$ cat src/rtl/onehot_xbar_pkg.sv
package onehot_xbar_pkg;

    typedef enum logic {
        SEL_ONEHOT = 1'b0,
        SEL_BINARY = 1'b1
    } sel_fmt_e;

    function automatic int sel_width(input int n, input sel_fmt_e fmt);
        if (fmt == SEL_ONEHOT) begin
            return n;
        end
        return (n <= 2) ? 1 : $clog2(n);
    endfunction

endpackage

$ cat src/rtl/xbar_sel_decode.sv
module xbar_sel_decode
    import onehot_xbar_pkg::*;
#(
    parameter int       N_PORTS = 4,
    parameter sel_fmt_e SEL_FMT = SEL_ONEHOT,
    parameter int       SEL_W   = 4
) (
    input  logic               clk,
    input  logic               rst_n,
    input  logic [SEL_W-1:0]   sel,
    output logic [N_PORTS-1:0] en,
    output logic               err
);

    generate
        if (SEL_FMT == SEL_ONEHOT) begin : g_onehot
            logic seen;
            logic multi;

            assign en = sel;

            always_comb begin
                seen  = 1'b0;
                multi = 1'b0;
                for (int i = 0; i < N_PORTS; i++) begin
                    if (sel[i]) begin
                        if (seen) begin
                            multi = 1'b1;
                        end
                        seen = 1'b1;
                    end
                end
            end

            assign err = multi;

            p_multi_err_r3: assert property (@(posedge clk) disable iff (!rst_n)
                ($countones(sel) > 1) |-> err);
            p_single_clean_r1: assert property (@(posedge clk) disable iff (!rst_n)
                ($countones(sel) <= 1) |-> !err);
        end else begin : g_binary
            localparam logic [SEL_W-1:0] LAST_IDX = SEL_W'(N_PORTS - 1);

            for (genvar i = 0; i < N_PORTS; i++) begin : g_term
                localparam logic [SEL_W-1:0] IDX = SEL_W'(i);
                logic term;
                always_comb begin
                    term = 1'b1;
                    for (int b = 0; b < SEL_W; b++) begin
                        term = term & (IDX[b] ? sel[b] : ~sel[b]);
                    end
                end
                assign en[i] = term;
            end

            assign err = ~|en;

            p_onehot_en_r4: assert property (@(posedge clk) disable iff (!rst_n)
                $onehot0(en));
            p_index_hit_r4: assert property (@(posedge clk) disable iff (!rst_n)
                (sel <= LAST_IDX) |-> (en[sel] && !err));
            p_out_of_range_r5: assert property (@(posedge clk) disable iff (!rst_n)
                (sel > LAST_IDX) |-> ((en == '0) && err));
        end
    endgenerate

endmodule

$ cat src/rtl/xbar_andor_mux.sv
module xbar_andor_mux #(
    parameter int N_PORTS = 4,
    parameter int DATA_W  = 8
) (
    input  logic                      clk,
    input  logic                      rst_n,
    input  logic [N_PORTS*DATA_W-1:0] in_data,
    input  logic [N_PORTS-1:0]        in_valid,
    input  logic [N_PORTS-1:0]        en,
    output logic [DATA_W-1:0]         out_data,
    output logic                      out_valid
);

    logic [DATA_W-1:0]  prod_data [N_PORTS];
    logic [N_PORTS-1:0] prod_valid;

    generate
        for (genvar i = 0; i < N_PORTS; i++) begin : g_and_row
            assign prod_data[i]  = in_data[i*DATA_W +: DATA_W] & {DATA_W{en[i]}};
            assign prod_valid[i] = in_valid[i] & en[i];
        end
    endgenerate

    always_comb begin
        out_data = '0;
        for (int i = 0; i < N_PORTS; i++) begin
            out_data = out_data | prod_data[i];
        end
    end

    assign out_valid = |prod_valid;

    p_zero_sel_r2: assert property (@(posedge clk) disable iff (!rst_n)
        (en == '0) |-> ((out_data == '0) && !out_valid));
    p_valid_set_r7: assert property (@(posedge clk) disable iff (!rst_n)
        ((en & in_valid) != '0) |-> out_valid);
    p_valid_clear_r7: assert property (@(posedge clk) disable iff (!rst_n)
        ((en & in_valid) == '0) |-> !out_valid);

endmodule

$ cat src/rtl/xbar_out_stage.sv
module xbar_out_stage #(
    parameter int WIDTH   = 8,
    parameter bit OUT_REG = 1'b0
) (
    input  logic             clk,
    input  logic             rst_n,
    input  logic [WIDTH-1:0] d,
    output logic [WIDTH-1:0] q
);

    generate
        if (OUT_REG) begin : g_reg
            always_ff @(posedge clk) begin
                if (!rst_n) begin
                    q <= '0;
                end else begin
                    q <= d;
                end
            end

            p_one_edge_r8: assert property (@(posedge clk) disable iff (!rst_n)
                1'b1 |=> (q == $past(d)));
        end else begin : g_wire
            assign q = d;
        end
    endgenerate

endmodule

$ cat src/rtl/onehot_xbar.sv
module onehot_xbar
    import onehot_xbar_pkg::*;
#(
    parameter int       N_PORTS = 4,
    parameter int       DATA_W  = 8,
    parameter sel_fmt_e SEL_FMT = SEL_ONEHOT,
    parameter bit       OUT_REG = 1'b0,
    localparam int      SEL_W   = sel_width(N_PORTS, SEL_FMT)
) (
    input  logic                      clk,
    input  logic                      rst_n,
    input  logic [N_PORTS*DATA_W-1:0] in_data,
    input  logic [N_PORTS-1:0]        in_valid,
    input  logic [N_PORTS*SEL_W-1:0]  out_sel,
    output logic [N_PORTS*DATA_W-1:0] out_data,
    output logic [N_PORTS-1:0]        out_valid,
    output logic [N_PORTS-1:0]        out_err
);

    localparam int STAGE_W = N_PORTS * DATA_W + 2 * N_PORTS;

    logic [N_PORTS*DATA_W-1:0] sw_data;
    logic [N_PORTS-1:0]        sw_valid;
    logic [N_PORTS-1:0]        sw_err;

    generate
        for (genvar k = 0; k < N_PORTS; k++) begin : g_out
            logic [N_PORTS-1:0] en_k;

            xbar_sel_decode #(
                .N_PORTS (N_PORTS),
                .SEL_FMT (SEL_FMT),
                .SEL_W   (SEL_W)
            ) u_dec (
                .clk   (clk),
                .rst_n (rst_n),
                .sel   (out_sel[k*SEL_W +: SEL_W]),
                .en    (en_k),
                .err   (sw_err[k])
            );

            xbar_andor_mux #(
                .N_PORTS (N_PORTS),
                .DATA_W  (DATA_W)
            ) u_mux (
                .clk       (clk),
                .rst_n     (rst_n),
                .in_data   (in_data),
                .in_valid  (in_valid),
                .en        (en_k),
                .out_data  (sw_data[k*DATA_W +: DATA_W]),
                .out_valid (sw_valid[k])
            );
        end
    endgenerate

    xbar_out_stage #(
        .WIDTH   (STAGE_W),
        .OUT_REG (OUT_REG)
    ) u_stage (
        .clk   (clk),
        .rst_n (rst_n),
        .d     ({sw_err, sw_valid, sw_data}),
        .q     ({out_err, out_valid, out_data})
    );

endmodule

$ cat config.mk
export PLATFORM = sky130hd
export DESIGN_NAME = onehot_xbar
export DESIGN_NICKNAME = d
export VERILOG_FILES = /design/src/rtl/onehot_xbar_pkg.sv /design/src/rtl/xbar_sel_decode.sv /design/src/rtl/xbar_andor_mux.sv /design/src/rtl/xbar_out_stage.sv /design/src/rtl/onehot_xbar.sv
export SDC_FILE = /design/constraint.sdc
export NUM_CORES = 1
export LEC_CHECK = 0
export ABC_AREA = 0
export BUFFER_PORTS_ARGS = -buffer_cell sky130_fd_sc_hd__buf_2
export CORE_UTILIZATION = 44
export DETAILED_ROUTE_END_ITERATION = 6
export GPL_TIMING_DRIVEN = 0
export PLACE_DENSITY = 0.85
export REMOVE_ABC_BUFFERS = 1
export SYNTH_ARGS = -nofsm -noshare
export SYNTH_HDL_FRONTEND = slang
export SYNTH_HIERARCHICAL = 1
export SYNTH_SLANG_ARGS = --single-unit
$ cat constraint.sdc
create_clock -name vclk -period 0.8
set_input_delay 0 -clock vclk [all_inputs]
set_output_delay 0 -clock vclk [all_outputs]
set_load 0.005 [all_outputs]
==> impl_metrics.toml <==
[outcome]
status = "finished with violations"
violations = "DRC"

[hold_path]
min_path_cells = 4
hp-class = "in -> out"
min_to = "out_data[18]"
hold_start = "in_data[10]"

[worst_setup_path]
crit_chain = "buf_2 -> a211oi_1 -> nor2_1 -> buf_2"
end_kind = "output port"
worstPathRequired_ns = 0.80
crit_start = "out_sel[5]"
path_common_cell = "buf_2"
arrival_ns = 0.65
crit_fanout = 11
cp-start-kind = "input port"
crit_slowest_cell = "a211oi_1"
critPathMaxStageDelay_ns = 0.27
critPathKind = "in -> out"

[timing]
drv_slew = 0
rsz0062_at_grt = "false"
post-route-min-period_ns = 0.652
fin_crit_sh_pct = 81.5
setup_viol = 0
hold_viol = 0
setup_tns_ns = 0
timing.fmax_mhz = 1530
maxSlewHeadroom_pct = 82.4
worst_slew_pin_slew_ns = 0.264

[routing]
drtIter0Drc = 358
num_vias = 1448
wire_per_inst_um = 16.6
drc = 14
antenna_left = 0
dr.pass1.iters = 7
detail_route.wirelength_um = 4020
via_per_inst = 5.96

[synth]
ys_seq_area_share_pct = 0
ys_types = 6
syn_avg_cell_area_um2 = 7.04
synth_area_mm2 = 0.00135
ys_warn_count = 6
synthCells = 192

[clock_network]
cts_hold_buffers = 0
postCtsSetupRepairBufs = 0
post_cts_resized = 0

[finish]
area.growth.synth_to_final_pct = -7.50
nFillCells = 302
clkbuf_count = 0
design_area_mm2 = 0.00125
drive_above_1_share_pct = 43.4
multi_input_area_um2 = 751
design.seq.count = 0
antenna_cells = 0
final_nets = 268
final-seq-area_um2 = 0

[global_routing]
grtUsageTotal_pct = 21.9
antenna_found_initial = 0
grt_pass1_vias = 1274
grt_pass1_wl_um = 5800
grt_max_degree = 12
grt_remaining_overflow = 0

[placed_design]
globalplace.congestion = 0.746
place_area_mm2 = 0.00125
port_buffers = 92
dp_hpwl_um = 2790

[power_and_ir_drop]
leakagePower_nw = 0.632
p_per_area_mw_per_mm2 = 669
vdd_drop_max_mv = 0.168

[floorplanning]
die_h_um = 57.4
coreArea_mm2 = 0.00283
num_rows = 19
ios = 94
initial_core_util_pct = 47.8
die-area_mm2 = 0.00330
die-width_um = 57.4

[run]
maxCapViolations = 0
==> how the worst max path moves through the flow <==
stage                 endpoint  slack (ns)
floorplan           out_err[0]        0.52
finish              out_err[1]        0.15
detailed placement  out_err[0]        0.14
global route        out_err[2]        0.12
CTS                 out_err[0]        0.14
global placement    out_err[1]        0.19
==> cell usage in the layout, fill, tap and decap left out <==
master	count
a211oi_1	8
a22oi_1	72
buf_2	92
nand2_1	36
nor2_1	4
==> final cells by class <==
class                      instances  area share, %
timing repair buffer              92           36.8
multi-input combinational        120           60.1
tap                               31           3.10
==> worst max-delay path, delay by kind of cell <==
family	cells	cell delay, ns
buffers and inverters	2	0.31
AOI/OAI and AO/OA	1	0.27
and+or+nand+nor	1	0.08
==> cell families (layout without fill, tap and decap cells) <==
group / count (synthesis) / after routing / share of synthesized area [%]
AOI/OAI and AO/OA: 80 / 80 / 44.4
buffers and inverters: 72 / 92 / 44.4
and+or+nand+nor: 40 / 40 / 11.1
==> cells in the mapped netlist <==
master	n	area (um^2)
a22oi_1	72	541
buf_4	56	420
nand2_1	36	135
buf_6	16	180
a211oi_1	8	60.1
nor2_1	4	15.0
==> per-stage QoR <==
stage / std cells / setup slack (ns) / total power, mW / utilization (%) / hold slack (ns)
2_1_floorplan: 120 / 0.519 / 0.304 / - / 0.105
3_3_place_gp: 243 / 0.186 / 0.805 / 44.2 / 0.321
3_5_place_dp: 243 / 0.144 / 0.820 / 44.2 / 0.321
4_1_cts: 243 / 0.144 / 0.822 / 44.2 / 0.322
5_1_grt: 243 / 0.121 / 0.911 / 44.2 / 0.347
6_report: 243 / 0.148 / 0.836 / 44.2 / 0.320
==> power by group <==
part           switching, mW  leakage, nW  internal [mW]  total [mW]
clock                      0            0              0           0
combinational          0.461        0.632          0.376       0.836
sequential                 0            0              0           0
total                  0.461        0.632          0.376       0.836
==> routing by layer <==
| layer | vias up | global-route usage [%] | share of wire (%) |
|---|---|---|---|
| met4 | 0 | 5.23 | 0.77 |
| met5 | - | 0 | 0 |
| met2 | 100 | 39.5 | 49 |
| li1 | 709 | - | - |
| met3 | 4 | 2.04 | 10 |
| met1 | 635 | 27.8 | 39 |
Note: power is estimated with default switching activity, not from simulation.
